`src/rtl/halfflash_pkg.sv`:
```
package halfflash_pkg;

   typedef enum logic [2:0] {
      SQ_OFF     = 3'd0,
      SQ_WAKE    = 3'd1,
      SQ_IDLE    = 3'd2,
      SQ_UPPER   = 3'd3,
      SQ_WSTROBE = 3'd4,
      SQ_LOWER   = 3'd5
   } seq_state_e;

   typedef struct packed {
      logic cs_fall;
      logic cs_rise;
      logic rd_rise;
      logic rd_strobe_on;
      logic wr_strobe_on;
      logic wr_strobe_off;
   } bus_edges_t;

   function automatic int unsigned max3(input int unsigned a, input int unsigned b,
                                        input int unsigned c);
      int unsigned m;
      m = (a > b) ? a : b;
      return (m > c) ? m : c;
   endfunction

endpackage

```
`src/rtl/halfflash_bus_edges.sv`:
```
module halfflash_bus_edges
   import halfflash_pkg::*;
(
   input  logic       clk,
   input  logic       rst_n,
   input  logic       cs_n_i,
   input  logic       rd_n_i,
   input  logic       wr_n_i,
   output bus_edges_t edges_o
);

   logic cs_q, rd_q, wr_q;
   logic rd_act, wr_act, rd_act_q, wr_act_q;

   always_ff @(posedge clk or negedge rst_n) begin
      if (!rst_n) begin
         cs_q <= 1'b1;
         rd_q <= 1'b1;
         wr_q <= 1'b1;
      end else begin
         cs_q <= cs_n_i;
         rd_q <= rd_n_i;
         wr_q <= wr_n_i;
      end
   end

   // a strobe is only qualified while chip select is low
   assign rd_act   = !cs_n_i && !rd_n_i;
   assign wr_act   = !cs_n_i && !wr_n_i;
   assign rd_act_q = !cs_q && !rd_q;
   assign wr_act_q = !cs_q && !wr_q;

   always_comb begin
      edges_o.cs_fall       = cs_q && !cs_n_i;
      edges_o.cs_rise       = !cs_q && cs_n_i;
      edges_o.rd_rise       = !rd_q && rd_n_i;
      edges_o.rd_strobe_on  = rd_act && !rd_act_q;
      edges_o.wr_strobe_on  = wr_act && !wr_act_q;
      edges_o.wr_strobe_off = !wr_act && wr_act_q;
   end

endmodule

```
`src/rtl/halfflash_seq_ctrl.sv`:
```
module halfflash_seq_ctrl
   import halfflash_pkg::*;
#(
   parameter int unsigned HI_CYC   = 3,
   parameter int unsigned LO_CYC   = 4,
   parameter int unsigned WAKE_CYC = 5,
   parameter int unsigned CNT_W    = 3
)(
   input  logic       clk,
   input  logic       rst_n,
   input  logic       mode_i,
   input  logic       pd_n_i,
   input  bus_edges_t edges_i,
   output logic       start_o,
   output logic       latch_hi_o,
   output logic       latch_lo_o,
   output logic       hold_o,
   output logic       int_n_o,
   output logic       rdy_pull_o,
   output logic       dropped_o
);

   localparam logic [CNT_W-1:0] HI_LOAD   = CNT_W'(HI_CYC - 1);
   localparam logic [CNT_W-1:0] LO_LOAD   = CNT_W'(LO_CYC - 1);
   localparam logic [CNT_W-1:0] WAKE_LOAD = CNT_W'(WAKE_CYC - 1);

   seq_state_e       state_q, state_d;
   logic [CNT_W-1:0] cnt_q, cnt_d;
   logic             start_req, early_rd, cnt_done;
   logic             eoc, drop_evt;

   assign start_req = mode_i ? edges_i.wr_strobe_on : edges_i.rd_strobe_on;
   assign early_rd  = mode_i && edges_i.rd_strobe_on;
   assign cnt_done  = (cnt_q == '0);

   always_comb begin
      state_d    = state_q;
      cnt_d      = cnt_q;
      start_o    = 1'b0;
      latch_hi_o = 1'b0;
      latch_lo_o = 1'b0;
      eoc        = 1'b0;
      drop_evt   = 1'b0;
      if (!pd_n_i) begin
         state_d = SQ_OFF;
         cnt_d   = '0;
      end else begin
         unique case (state_q)
            SQ_OFF: begin
               state_d = SQ_WAKE;
               cnt_d   = WAKE_LOAD;
            end
            SQ_WAKE: begin
               drop_evt = start_req;
               if (cnt_done) state_d = SQ_IDLE;
               else          cnt_d   = cnt_q - CNT_W'(1);
            end
            SQ_IDLE: begin
               if (start_req) begin
                  start_o = 1'b1;
                  if (mode_i) begin
                     state_d = SQ_WSTROBE;
                  end else begin
                     state_d = SQ_UPPER;
                     cnt_d   = HI_LOAD;
                  end
               end
            end
            SQ_UPPER: begin
               drop_evt = start_req;
               if (cnt_done) begin
                  latch_hi_o = 1'b1;
                  state_d    = SQ_LOWER;
                  cnt_d      = LO_LOAD;
               end else begin
                  cnt_d = cnt_q - CNT_W'(1);
               end
            end
            SQ_WSTROBE: begin
               drop_evt = start_req;
               if (edges_i.wr_strobe_off) begin
                  latch_hi_o = 1'b1;
                  state_d    = SQ_LOWER;
                  cnt_d      = LO_LOAD;
               end
            end
            SQ_LOWER: begin
               drop_evt = start_req;
               if (cnt_done || early_rd) begin
                  latch_lo_o = 1'b1;
                  eoc        = 1'b1;
                  state_d    = SQ_IDLE;
               end else begin
                  cnt_d = cnt_q - CNT_W'(1);
               end
            end
            default: begin
               state_d = SQ_OFF;
               cnt_d   = '0;
            end
         endcase
      end
   end

   always_ff @(posedge clk or negedge rst_n) begin
      if (!rst_n) begin
         state_q    <= SQ_OFF;
         cnt_q      <= '0;
         hold_o     <= 1'b0;
         int_n_o    <= 1'b1;
         rdy_pull_o <= 1'b0;
         dropped_o  <= 1'b0;
      end else begin
         state_q <= state_d;
         cnt_q   <= cnt_d;
         if (!pd_n_i) begin
            hold_o     <= 1'b0;
            int_n_o    <= 1'b1;
            rdy_pull_o <= 1'b0;
            dropped_o  <= 1'b0;
         end else begin
            if (start_o)  hold_o <= 1'b1;
            else if (eoc) hold_o <= 1'b0;

            if (eoc)                                      int_n_o <= 1'b0;
            else if (edges_i.cs_rise || edges_i.rd_rise)  int_n_o <= 1'b1;

            if (mode_i)                              rdy_pull_o <= 1'b0;
            else if (edges_i.cs_fall)                rdy_pull_o <= 1'b1;
            else if (eoc || edges_i.cs_rise)         rdy_pull_o <= 1'b0;

            if (start_o)       dropped_o <= 1'b0;
            else if (drop_evt) dropped_o <= 1'b1;
         end
      end
   end

endmodule

```
`src/rtl/halfflash_result_path.sv`:
```
module halfflash_result_path #(
   parameter int unsigned DATA_W   = 8,
   parameter int unsigned NUM_CH   = 8,
   parameter bit          REF_LAST = 1'b1,
   parameter int unsigned ADDR_W   = 3
)(
   input  logic                     clk,
   input  logic                     rst_n,
   input  logic [ADDR_W-1:0]        addr_i,
   input  logic [NUM_CH*DATA_W-1:0] sample_i,
   input  logic                     start_i,
   input  logic                     latch_hi_i,
   input  logic                     latch_lo_i,
   output logic [DATA_W-1:0]        data_o
);

   localparam int unsigned NIB_W = DATA_W / 2;

   logic [DATA_W-1:0] picked;
   logic [DATA_W-1:0] held_q;
   logic [DATA_W-1:0] chan [NUM_CH];

   for (genvar c = 0; c < NUM_CH; c++) begin : g_chan
      if (REF_LAST && (c == NUM_CH - 1)) begin : g_ref
         assign chan[c] = '1;
      end else begin : g_ext
         assign chan[c] = sample_i[c*DATA_W +: DATA_W];
      end
   end

   always_comb begin
      picked = '0;
      for (int i = 0; i < NUM_CH; i++) begin
         if (addr_i == ADDR_W'(i)) picked = chan[i];
      end
   end

   always_ff @(posedge clk or negedge rst_n) begin
      if (!rst_n) begin
         held_q <= '0;
         data_o <= '0;
      end else begin
         if (start_i)    held_q                <= picked;
         if (latch_hi_i) data_o[DATA_W-1:NIB_W] <= held_q[DATA_W-1:NIB_W];
         if (latch_lo_i) data_o[NIB_W-1:0]      <= held_q[NIB_W-1:0];
      end
   end

endmodule

```
`src/rtl/halfflash_bus_seq.sv`:
```
module halfflash_bus_seq
   import halfflash_pkg::*;
#(
   parameter int unsigned DATA_W   = 8,
   parameter int unsigned NUM_CH   = 8,
   parameter int unsigned HI_CYC   = 3,
   parameter int unsigned LO_CYC   = 4,
   parameter int unsigned WAKE_CYC = 5,
   parameter bit          REF_LAST = 1'b1,
   localparam int unsigned ADDR_W  = $clog2(NUM_CH)
)(
   input  logic                     clk,
   input  logic                     rst_n,
   input  logic                     cs_n_i,
   input  logic                     rd_n_i,
   input  logic                     wr_n_i,
   input  logic                     mode_i,
   input  logic                     pd_n_i,
   input  logic [ADDR_W-1:0]        addr_i,
   input  logic [NUM_CH*DATA_W-1:0] sample_i,
   output logic                     int_n_o,
   output logic                     rdy_pull_o,
   output logic                     hold_o,
   output logic                     dropped_o,
   output logic [DATA_W-1:0]        data_o,
   output logic                     data_oe_o
);

   localparam int unsigned MAX_CYC = max3(HI_CYC, LO_CYC, WAKE_CYC);
   localparam int unsigned CNT_W   = $clog2(MAX_CYC + 1);

   initial begin
      if (DATA_W < 2 || (DATA_W % 2) != 0)
         $error("DATA_W must be even and at least 2");
      if (NUM_CH < 2)
         $error("NUM_CH must be at least 2");
      if (HI_CYC < 1 || LO_CYC < 1 || WAKE_CYC < 1)
         $error("phase and wake lengths must be at least 1");
   end

   bus_edges_t edges;
   logic       start, latch_hi, latch_lo;

   halfflash_bus_edges u_edges (
      .clk     (clk),
      .rst_n   (rst_n),
      .cs_n_i  (cs_n_i),
      .rd_n_i  (rd_n_i),
      .wr_n_i  (wr_n_i),
      .edges_o (edges)
   );

   halfflash_seq_ctrl #(
      .HI_CYC   (HI_CYC),
      .LO_CYC   (LO_CYC),
      .WAKE_CYC (WAKE_CYC),
      .CNT_W    (CNT_W)
   ) u_ctrl (
      .clk        (clk),
      .rst_n      (rst_n),
      .mode_i     (mode_i),
      .pd_n_i     (pd_n_i),
      .edges_i    (edges),
      .start_o    (start),
      .latch_hi_o (latch_hi),
      .latch_lo_o (latch_lo),
      .hold_o     (hold_o),
      .int_n_o    (int_n_o),
      .rdy_pull_o (rdy_pull_o),
      .dropped_o  (dropped_o)
   );

   halfflash_result_path #(
      .DATA_W   (DATA_W),
      .NUM_CH   (NUM_CH),
      .REF_LAST (REF_LAST),
      .ADDR_W   (ADDR_W)
   ) u_result (
      .clk        (clk),
      .rst_n      (rst_n),
      .addr_i     (addr_i),
      .sample_i   (sample_i),
      .start_i    (start),
      .latch_hi_i (latch_hi),
      .latch_lo_i (latch_lo),
      .data_o     (data_o)
   );

   assign data_oe_o = !cs_n_i && !rd_n_i;

endmodule

```
`config.mk`:
```
export PLATFORM = sky130hd
export DESIGN_NAME = halfflash_bus_seq
export DESIGN_NICKNAME = d
export VERILOG_FILES = /design/src/rtl/halfflash_pkg.sv /design/src/rtl/halfflash_bus_edges.sv /design/src/rtl/halfflash_seq_ctrl.sv /design/src/rtl/halfflash_result_path.sv /design/src/rtl/halfflash_bus_seq.sv
export SDC_FILE = /design/constraint.sdc
export NUM_CORES = 1
export LEC_CHECK = 0
export BUFFER_PORTS_ARGS = -buffer_cell sky130_fd_sc_hd__buf_2
export CORE_MARGIN = 1.5
export CORE_UTILIZATION = 50
export CTS_CLUSTER_DIAMETER = 120
export CTS_CLUSTER_SIZE = 40
export DETAILED_ROUTE_END_ITERATION = 7
export PLACE_DENSITY = 0.84
export REMOVE_ABC_BUFFERS = 1
export SLEW_MARGIN = 15
export SYNTH_ARGS = -nofsm -noshare
export SYNTH_HDL_FRONTEND = slang
export SYNTH_SLANG_ARGS = --single-unit
export TNS_END_PERCENT = 100
```
`constraint.sdc`:
```
create_clock -name clk -period 3.6 [get_ports clk]
set_input_delay 0.18 -clock clk [delete_from_list [all_inputs] [get_ports clk]]
set_output_delay 0.18 -clock clk [all_outputs]
set_load 0.01 [all_outputs]
```
==> results of run 1 <==
## power groups by stage
stage | Clock [mW] | Sequential [mW] | Combinational [mW]
after floorplan | 0 | 0.539 | 0.321
after global placement | 0 | 0.540 | 0.480
after detailed placement | 0 | 0.543 | 0.496
after CTS | 0.351 | 0.538 | 0.500
after global routing | 0.365 | 0.557 | 0.551
final | 0.344 | 0.538 | 0.495
## state kept, by name (all words and copies together) (netlist names), 3 cells and up
signal           cells
u_result.data_o      8
u_result.held_q      8
u_ctrl.cnt_q         3
u_ctrl.state_q       3
## layer usage
metal  global-route usage, %  wire length [µm]  vias to the layer above
li1                        -                 -                      815
met1                   25.62              1713                      799
met2                   38.66              2182                       72
met3                   6.424               264                        9
met4                   10.68               100                        0
met5                       0                 0                        -
## cell type report
type	instances	share of cell area, %
clock buffers	7	3.546
clock inverters	1	1.233
inverters	5	0.7708
multi-input cells	131	45.53
flip-flops and latches	29	30.01
well taps	48	2.467
repair buffers	79	16.44
## cells in the mapped netlist (all sizes together), types with 2 or more instances
cell type | number | area, µm²
a21oi | 2 | 10.01
a22o | 2 | 17.52
a31oi | 4 | 25.02
a41oi | 3 | 26.28
and2 | 2 | 12.51
buf | 10 | 63.81
dfrtp | 25 | 625.6
dfstp | 4 | 105.1
ha | 2 | 25.02
inv | 5 | 18.77
mux2 | 16 | 180.2
mux2i | 8 | 80.08
mux4 | 8 | 180.2
nand2 | 15 | 56.30
nand2b | 6 | 37.54
nand3 | 3 | 15.01
nand3b | 2 | 15.01
nor2 | 9 | 41.29
nor2b | 2 | 12.51
nor3 | 2 | 10.01
nor4 | 3 | 55.05
o21ai | 18 | 93.84
o22a | 8 | 70.07
## final timing paths
check / endpoint
setup / recovery: u_ctrl.cnt_q[1]
hold / removal: u_edges.wr_q
setup reg to reg: u_ctrl.cnt_q[1]
hold reg to reg: u_result.held_q[7]
max in group asynchronous: u_ctrl.state_q[2]
min in group asynchronous: u_ctrl.dropped_o
## logic make-up after synthesis
| logic type | synth area share, % |
|---|---|
| adders and majority gates | 1.299 |
| DFF | 37.95 |
| AOI/OAI and AO/OA | 16.96 |
| and+or+nand+nor | 15.98 |
| xor gates and xnor gates | 0.4549 |
| buffers and inverters | 4.483 |
| muxes | 22.87 |
## stage by stage
step / worst slack [ps] / utilization, % / power, mW / area [µm²] / hold WS (ps)
finish: 1746 / 66.01 / 1.377 / 2435 / 8.701
global route: 1664 / 66.01 / 1.472 / 2435 / 5.216
CTS: 1779 / 66.01 / 1.389 / 2435 / 3.230
detailed placement: 1787 / 62.58 / 1.039 / 2308 / 231.6
global placement: 1808 / 62.58 / 1.020 / 2308 / 224.9
floorplan: 1997 / - / 0.8602 / 1858 / -115.6
## timing repair
action                                  4_1_cts  5_1_grt
endpoints found under the setup margin        0        0
endpoints found under the hold margin        25        0
hold buffers                                  1        0
## worst max-delay path: stages, from the launching register on
cell and delay [ps]:
dfrtp_1 550, nor2_2 320, and3_4 240, nor3b_4 300, nor4_4 100, a22o_1 230
==> metrics.md, run 1 <==
| Metric | Value |
|---|---|
| Clock sink count | 29 |
| CTS tree | built |
| P_int | 908.0 µW |
| Setup_tns | 0 ps |
| First-pass GRT wire length | 7238 µm |
| Routed via count | 1695 |
| Status | complete, no violations |
| Crit start category | flop |
| Max Buffers Root-to-Sink | 2 |
| Avg Cell Area, Syn | 10.94 µm² |
| Flops & latches, synth | 29 |
| NetSw | 469.1 µW |
| NumNets Final | 327 |
| Antenna diode count | 0 |
| Most common cell after layout, fill and taps aside | buf_2 |
| DRC | 0 |
| RSZ-0062 raised after global routing | false |
| Post-route non-filler standard cell count | 300 |
| All-layer global routing usage | 22.46% |
| CTS buffer count | 5 |
| Die Ht | 65.06 µm |
| ANT nets after route | 0 |
| Finish-stage setup viols | 0 |
| Critical path class | reg -> reg |
| Final Skew | 7.290 ps |
| Vias per cell | 5.650 |
| Top FF cell, synth | dfrtp_1 |
| F_max | 539.5 MHz |
| # port buffers | 78 |
| Initial core utilization | 52.20% |
| Clk_lat worst skew | 280 ps |
| CP endpoint kind | flop |
| Seq. cell area | 730.7 µm² |
| Sequential area share after synthesis | 37.95% |
| Worst hold path stage count | 1 |
| Initial antenna violation count | 0 |
| Setup slack, reg-to-reg | 1750 ps |
| Multi-input gate area | 1109 µm² |
| 1st-iter DRT viols | 104 |
| Die Wd | 65.06 µm |
| Async S/R FF share, synth | 100.0% |
| Min-delay src | wr_n_i |
| Worst Path Required | 3760 ps |
| PD cells | 565.6 nW/µm² |
| Worst min-delay path class | in -> reg |
| VDD IR max | 215.7 µV |
| Reg2reg start | u_ctrl.state_q[0] |
| Synth warnings | 0 |
| Max-Cap Viols | 0 |
| Final period util | 51.49% |
| Total congestion overflow | 0 |
| Min cycle time layout | 1854 ps |
| Core Box Area | 3689 µm² |
| Max FO, Critical Path | 15 |
| Leak pwr | 1.162 nW |
| Number of synthesized flops with an enable pin | 0 |
| Die Area | 4232 µm² |
| Post-synthesis cell count | 176 |
| Clock power frac | 25.0% |
| Setup bufs post-CTS | 0 |
| Detailed Route WL | 4260 µm |
| Share of cells above drive strength 1 | 45.24% |
| Critical Path AT | 2020 ps |
| Synth unique cells | 48 |
| Fillcell total | 303 |
| Post-cts sizing count | 0 |
| Most frequent cells in the layout | buf_2, dfrtp_1, nand2_1 |
| Area Overhead vs Synth | 26.45% |
| Netlist Area Pre-Place | 1926 µm² |
| Num ports | 87 |
| Post-detail-place hpwl | 3343 µm |
| Pin count of the biggest net entering global routing | 30 |
| Gp weighted congestion | 0.8983 |
| Wire length per cell | 14.20 µm |
| Clk slew on worst S/H paths | 60 ps |
| Sequential share of power | 39.1% |
| Row count | 22 |
| R2R cell count | 5 |
| Final Hold Vio Count | 0 |
| Vias in the first global route | 1679 |
| Combinational Power Share | 36.0% |
| Root Driver | clkbuf_8 |
| Worst Setup SP | u_ctrl.state_q[0] |
| Sw Share | 34.06% |
| Slew margin rel. | 56.65% |
| H-tree levels | 2 |
| DR pass1 iterations | 4 |
| Final Max Slew Viols | 0 |
| Worst slew pin tran | 650.2 ps |
| Placed cells | 291 |
(Power assumes the default switching activity.)
==> run 2, diff against run 1 <==
CORE_UTILIZATION = 43   (was 50)
PLACE_DENSITY = 0.77   (was 0.84)
clock period = 1.7 ns   (was 3.6 ns; I/O delays follow)
==> metrics.md, run 2 (synthesis results as in run 1) <==
| Metric | Value |
|---|---|
| Status | finished, violations left (was complete, no violations) |
| Violated checks | negative setup slack |
| Clk slew on worst S/H paths | 70 ps (was 60 ps) |
| All-layer global routing usage | 19.61% (was 22.46%) |
| # port buffers | 78 (unchanged) |
| Final Hold Vio Count | 0 (unchanged) |
| Pin count of the biggest net entering global routing | 30 (unchanged) |
| Setup slack, reg-to-reg | -20 ps (was 1750 ps) |
| Die Area | 4889 µm² (was 4232 µm²) |
| Final Skew | 8.419 ps (was 7.290 ps) |
| DR pass1 iterations | 4 (unchanged) |
| Most common cell after layout, fill and taps aside | buf_2 (unchanged) |
| Row count | 24 (was 22) |
| H-tree levels | 2 (unchanged) |
| Wire length per cell | 14.15 µm (was 14.20 µm) |
| PD cells | 1214 nW/µm² (was 565.6 nW/µm²) |
| Leak pwr | 1.251 nW (was 1.162 nW) |
| Clk_lat worst skew | 280 ps (about the same) |
| Initial antenna violation count | 0 (unchanged) |
| Worst Path Required | 1860 ps (was 3760 ps) |
| Top flop regs | u_result.data_o x8, u_result.held_q x8 (unchanged) |
| Post-route non-filler standard cell count | 322 (was 300) |
| VDD IR max | 464.5 µV (was 215.7 µV) |
| Placed cells | 307 (was 291) |
| Slew margin rel. | 55.36% (was 56.65%) |
| Area Overhead vs Synth | 35.74% (was 26.45%) |
| Seq. cell area | 732.0 µm² (was 730.7 µm²) |
| Post-detail-place hpwl | 3461 µm (was 3343 µm) |
| Most frequent cells in the layout | buf_2, dfrtp_1, nand2_1, buf_4, o21ai_1 (was buf_2, dfrtp_1, nand2_1) |
| Gp weighted congestion | 0.8500 (was 0.8983) |
| Clock sink count | 29 (unchanged) |
| Multi-input gate area | 1139 µm² (was 1109 µm²) |
| Final period util | 101.4% (was 51.49%) |
| CP endpoint kind | flop (unchanged) |
| Worst min-delay path class | in -> reg (unchanged) |
| WHS | 122.4 ps (was 8.701 ps) |
| Share of cells above drive strength 1 | 51.11% (was 45.24%) |
| Final worst setup slack | -23.69 ps (was 1746 ps) |
| Core Box Area | 4324 µm² (was 3689 µm²) |
| Die Ht | 69.92 µm (was 65.06 µm) |
| Finish-stage setup viols | 4 (was 0) |
| Max-Cap Viols | 0 (unchanged) |
| DRC | 0 (unchanged) |
| Min cycle time layout | 1724 ps (was 1854 ps) |
| Max FO, Critical Path | 7 (was 15) |
| Worst hold path stage count | 3 (was 1) |
| Critical path class | reg -> reg (unchanged) |
| Initial core utilization | 44.53% (was 52.20%) |
| Reg2reg start | u_edges.cs_q (was u_ctrl.state_q[0]) |
| Vias per cell | 5.481 (was 5.650) |
| CTS buffer count | 5 (unchanged) |
| Num ports | 87 (unchanged) |
| Vias in the first global route | 1720 (was 1679) |
| Die Wd | 69.92 µm (was 65.06 µm) |
| Setup WS pre-CTS | -50.38 ps (was 1787 ps) |
| ANT nets after route | 0 (unchanged) |
| Final Max Slew Viols | 0 (unchanged) |
| First-pass GRT wire length | 7659 µm (was 7238 µm) |
| Min-delay src | rd_n_i (was wr_n_i) |
| RSZ-0062 raised after global routing | true (was false) |
| Total congestion overflow | 0 (unchanged) |
| Crit Reg-Reg Endpoint | u_result.data_o[3] (was u_ctrl.cnt_q[1]) |
| R2R cell count | 5 (unchanged) |
| Detailed Route WL | 4557 µm (was 4260 µm) |
| Root Driver | clkbuf_8 (unchanged) |
| Antenna diode count | 0 (unchanged) |
| Critical Path AT | 1880 ps (was 2020 ps) |
| NumNets Final | 345 (was 327) |
| CTS tree | built (unchanged) |
| Worst slew pin tran | 669.6 ps (was 650.2 ps) |
| Crit start category | flop (unchanged) |
| Max Buffers Root-to-Sink | 2 (unchanged) |
| Hold EP | u_ctrl.int_n_o (was u_edges.wr_q) |
| Fillcell total | 361 (was 303) |
| Routed via count | 1765 (was 1695) |
| 1st-iter DRT viols | 127 (was 104) |
| F_max | 580.2 MHz (was 539.5 MHz) |
-- run 2: cell count changes in the layout (fill, tap and decap cells not counted), sizes merged --
cell         previous run  this run
buf                    78        93
dlygate4sd3             1         4
-- run 2: layout make-up --
type	instances	share of cell area [%]
inverters	5	0.7180
clock inverters	1	1.149
repair buffers	97	20.78
well taps	52	2.489
multi-input cells	131	43.56
clock buffers	7	3.303
flip-flops and latches	29	28.00
-- run 2: timing repair --
action,4_1_cts,5_1_grt
resized for setup,2,9
setup endpoints to repair,6,18
buffers inserted,2,1
hold buffers,4,0
pin swaps,1,3
hold endpoints to repair,28,0
-- run 2: where the power goes --
| part | total, mW | leakage [nW] | internal (mW) | switching [mW] |
|---|---|---|---|---|
| Combinational | 1.33 | 0.822 | 0.704 | 0.627 |
| Sequential | 1.11 | 0.371 | 0.931 | 0.179 |
| Clock | 0.732 | 0.0585 | 0.477 | 0.255 |
| Total | 3.17 | 1.25 | 2.11 | 1.06 |
-- run 2: how the worst max path moves through the flow --
stage                           start            endpoint  slack [ps]  depth (start not counted)
CTS                      u_edges.cs_q  u_result.data_o[2]           7                          5
finish                   u_edges.cs_q  u_result.data_o[3]         -20                          5
floorplan           u_ctrl.state_q[0]     u_ctrl.cnt_q[1]         100                          5
detailed placement       u_edges.cs_q  u_result.data_o[2]         -50                          5
global placement         u_edges.cs_q  u_result.data_o[2]          -7                          5
global route                   wr_n_i     u_ctrl.cnt_q[1]         -60                          7
-- run 2: layer usage --
metal  track usage (%)  part of all wire (%)  vias up
li1                  -                     -      844
met1             23.17                    40      847
met2             35.56                    53       69
met3             5.195                   6.7        5
met4             4.487                  0.75        0
met5                 0                     0        -
-- run 2: worst max-delay path: stages (launching register included) --
cell      delay, ps
dfstp_2         610
nor2_4           70
nand3b_1        180
a21oi_2         160
and2b_2         250
mux2_1          330
-- run 2: through the flow --
stage	util, %	power [mW]	setup TNS (ps)	cell area, µm²
final	60.45	3.173	-53.06	2614
after floorplan	-	1.822	0	1858
after CTS	59.66	3.138	0	2580
after global placement	55.58	2.325	-25.66	2404
after global routing	60.45	3.390	-405.2	2614
after detailed placement	55.58	2.352	-152.1	2404
==> run 3, diff against run 2 <==
CORE_UTILIZATION = 44   (was 43)
SYNTH_HIERARCHICAL = 1   (was unset)
==> metrics.md, run 3 <==
| Metric | Value |
|---|---|
| Status | finished, violations left (unchanged) |
| Violated checks | negative setup slack (unchanged) |
| Post-synth top cells | nor2_1, dfrtp_1, o21ai_0, nor2b_1, mux2i_1 (was dfrtp_1, nand2_1, o21ai_1, mux2_1) |
| Crit path depth | 8 (was 5) |
| Top flop regs | u_result/data_o x8, u_result/held_q x8 (was u_result.data_o x8, u_result.held_q x8) |
| Die Ht | 71.71 µm (was 69.92 µm) |
| Critical Path AT | 2050 ps (was 1880 ps) |
| Row count | 24 (unchanged) |
| Final Max Slew Viols | 0 (unchanged) |
| Total congestion overflow | 0 (unchanged) |
| Post-detail-place hpwl | 3970 µm (was 3461 µm) |
| Vias in the first global route | 2042 (was 1720) |
| Number of synthesized flops with an enable pin | 0 (unchanged) |
| Multi-input gate area | 1338 µm² (was 1139 µm²) |
| Post-synth top area cell | dfrtp_1 (unchanged) |
| Most common cell after layout, fill and taps aside | buf_2 (unchanged) |
| Seq. cell area | 730.7 µm² (was 732.0 µm²) |
| Worst hold path stage count | 3 (unchanged) |
| Most numerous cell in the Yosys netlist | nor2_1 (was dfrtp_1) |
| PD cells | 1164 nW/µm² (was 1214 nW/µm²) |
| H-tree levels | 2 (unchanged) |
| Post-synthesis cell count | 223 (was 176) |
| First-pass GRT wire length | 9301 µm (was 7659 µm) |
| Routed via count | 2052 (was 1765) |
| Die Area | 5142 µm² (was 4889 µm²) |
| Critical path class | reg -> reg (unchanged) |
| Post-route non-filler standard cell count | 388 (was 322) |
| Finish-stage setup viols | 19 (was 4) |
| ANT nets after route | 0 (unchanged) |
| Clk_lat worst skew | 290 ps (was 280 ps) |
| Initial antenna violation count | 0 (unchanged) |
| Synth unique cells | 58 (was 48) |
| # port buffers | 78 (unchanged) |
| Async S/R FF share, synth | 100.0% (unchanged) |
| Area contributors post-synth | dfrtp_1, nor2_1, dfstp_2 (was dfrtp_1, mux4_2, mux2_1) |
| R2R cell count | 8 (was 5) |
| Worst min-delay path class | in -> reg (unchanged) |
| Yosys top cell area share | 30.12% (was 32.49%) |
| Final Hold Vio Count | 0 (unchanged) |
| Max-Cap Viols | 0 (unchanged) |
| Netlist Area Pre-Place | 2077 µm² (was 1926 µm²) |
| F_max | 534.1 MHz (was 580.2 MHz) |
| Min cycle time layout | 1872 ps (was 1724 ps) |
| Initial core utilization | 46.73% (was 44.53%) |
| Share of cells above drive strength 1 | 51.79% (was 51.11%) |
| Root Driver | clkbuf_8 (unchanged) |
| 1st-iter DRT viols | 89 (was 127) |
| Worst slew pin tran | 643.9 ps (was 669.6 ps) |
| Sequential area share after synthesis | 35.18% (was 37.95%) |
| Final period util | 110.1% (was 101.4%) |
| Max Buffers Root-to-Sink | 2 (unchanged) |
| Final Cell Area | 3018 µm² (was 2614 µm²) |
| Area Overhead vs Synth | 45.30% (was 35.74%) |
| NumNets Final | 411 (was 345) |
| Gp weighted congestion | 0.8511 (was 0.8500) |
| Final worst setup slack | -172.2 ps (was -23.69 ps) |
| Placed cell areas | 2644 µm² (was 2404 µm²) |
| Slew margin rel. | 57.08% (was 55.36%) |
| CP endpoint kind | flop (unchanged) |
| Die Wd | 71.71 µm (was 69.92 µm) |
| Fillcell total | 356 (was 361) |
| Num ports | 87 (unchanged) |
| Wire length per cell | 14.04 µm (was 14.15 µm) |
| Core Box Area | 4444 µm² (was 4324 µm²) |
| Vias per cell | 5.289 (was 5.481) |
| Avg Cell Area, Syn | 9.314 µm² (was 10.94 µm²) |
| Leak pwr | 1.437 nW (was 1.251 nW) |
| Flops & latches, synth | 29 (unchanged) |
| DRC | 0 (unchanged) |
| Detailed Route WL | 5447 µm (was 4557 µm) |
| Final Skew | 6.839 ps (was 8.419 ps) |
| Crit start category | flop (unchanged) |
| RSZ-0062 raised after global routing | true (unchanged) |
| Clock sink count | 29 (unchanged) |
| Clk slew on worst S/H paths | 60 ps (was 70 ps) |
| Max FO, Critical Path | 8 (was 7) |
| Top delay family on crit path | simple AND/OR/NAND/NOR gates (was flip-flops) |
| CTS buffer count | 5 (unchanged) |
| Crit-path cells | nor2_1 > nor3_2 > mux2_4 > nor3b_4 > buf_6 > nand4b_4 > o22ai_2 > nor2_1 (was nor2_4 > nand3b_1 > a21oi_2 > and2b_2 > mux2_1) |
| Pin count of the biggest net entering global routing | 33 (was 30) |
| VDD IR max | 460.6 µV (was 464.5 µV) |
| CTS tree | built (unchanged) |
| Top FF cell, synth | dfrtp_1 (unchanged) |
| Setup WS pre-CTS | -329.7 ps (was -50.38 ps) |
| Crit-path slowest cell | dfstp_2 (unchanged) |
| All-layer global routing usage | 23.00% (was 19.61%) |
| Synth warnings | 6 (was 0) |
| Most repeated library cell on the critical path | nor2_1 |
| Worst Path Required | 1880 ps (was 1860 ps) |
| Critical path buffers and inverters | 1 (was 0) |
| DR pass1 iterations | 6 (was 4) |
| Most frequent cells in the layout | buf_2, buf_4, nor2_1 (was buf_2, dfrtp_1, nand2_1, buf_4, o21ai_1) |
| Placed cells | 372 (was 307) |
| Antenna diode count | 0 (unchanged) |
| Largest stage delay, worst path | 530 ps (was 610 ps) |
-- run 3: worst paths after layout --
path	from	endpoint	slack (ps)
hold reg to reg	u_result/data_o[3]	u_result/data_o[3]	510
min in group asynchronous	rst_n	u_ctrl/cnt_q[0]	350
max in group asynchronous	rst_n	u_result/held_q[7]	930
setup reg to reg	u_edges/rd_q	u_result/held_q[5]	-170
setup / recovery	u_edges/rd_q	u_result/held_q[5]	-170
hold / removal	sample_i[54]	u_result/held_q[6]	40
-- run 3: layout make-up --
cell class | count | share of cell area (%)
clock buffers | 6 | 2.736
clock inverters | 2 | 1.244
inverters | 6 | 0.7463
multi-input cells | 173 | 44.32
flip-flops and latches | 29 | 24.21
well taps | 52 | 2.156
repair buffers | 120 | 24.59
-- run 3: report_power, final --
group | switching (mW) | total, mW | internal, mW
registers | 0.167 | 1.09 | 0.921
clock network | 0.281 | 0.757 | 0.476
logic | 0.735 | 1.67 | 0.932
total | 1.18 | 3.51 | 2.33
-- run 3: cells by family after synthesis --
family / Yosys count / share of synthesized area [%]
adders and majority gates: 2 / 1.205
and+or+nand+nor: 83 / 23.61
DFF: 29 / 35.18
buffers and inverters: 21 / 8.011
AOI/OAI and AO/OA: 69 / 22.11
muxes: 19 / 9.880
-- run 3: repair_timing --
action | 4_1_cts | 5_1_grt
pin swaps | 11 | 9
cloned | 0 | 0
endpoints found under the hold margin | 28 | 0
hold buffers | 4 | 0
resized for setup | 31 | 9
setup endpoints to repair | 22 | 22
setup buffers | 2 | 3
-- run 3: layer usage --
metal	GRT usage, %	share of wire, %	up-vias
li1	-	-	1033
met1	27.30	41	936
met2	40.02	51	79
met3	6.188	6.5	4
met4	7.966	1.0	0
met5	0	0	-
-- run 3: worst reg2reg max path, delay by kind of cell, from the launching register on --
kind / cells / cell delay [ps]
AOI/OAI and AO/OA: 1 / 190
buffers and inverters: 1 / 150
DFF: 1 / 530
muxes: 1 / 200
and+or+nand+nor: 5 / 700
-- run 3: through the flow --
step	hold slack, ps	setup TNS [ps]	utilization [%]	total power, mW
after global placement	135.9	-3339	59.49	2.435
after detailed placement	153.9	-4413	59.49	2.491
after floorplan	-210.6	-7784	-	1.821
after CTS	46.33	-1755	66.55	3.451
final	43.95	-1783	67.91	3.513
after global routing	67.65	-3957	67.91	3.753
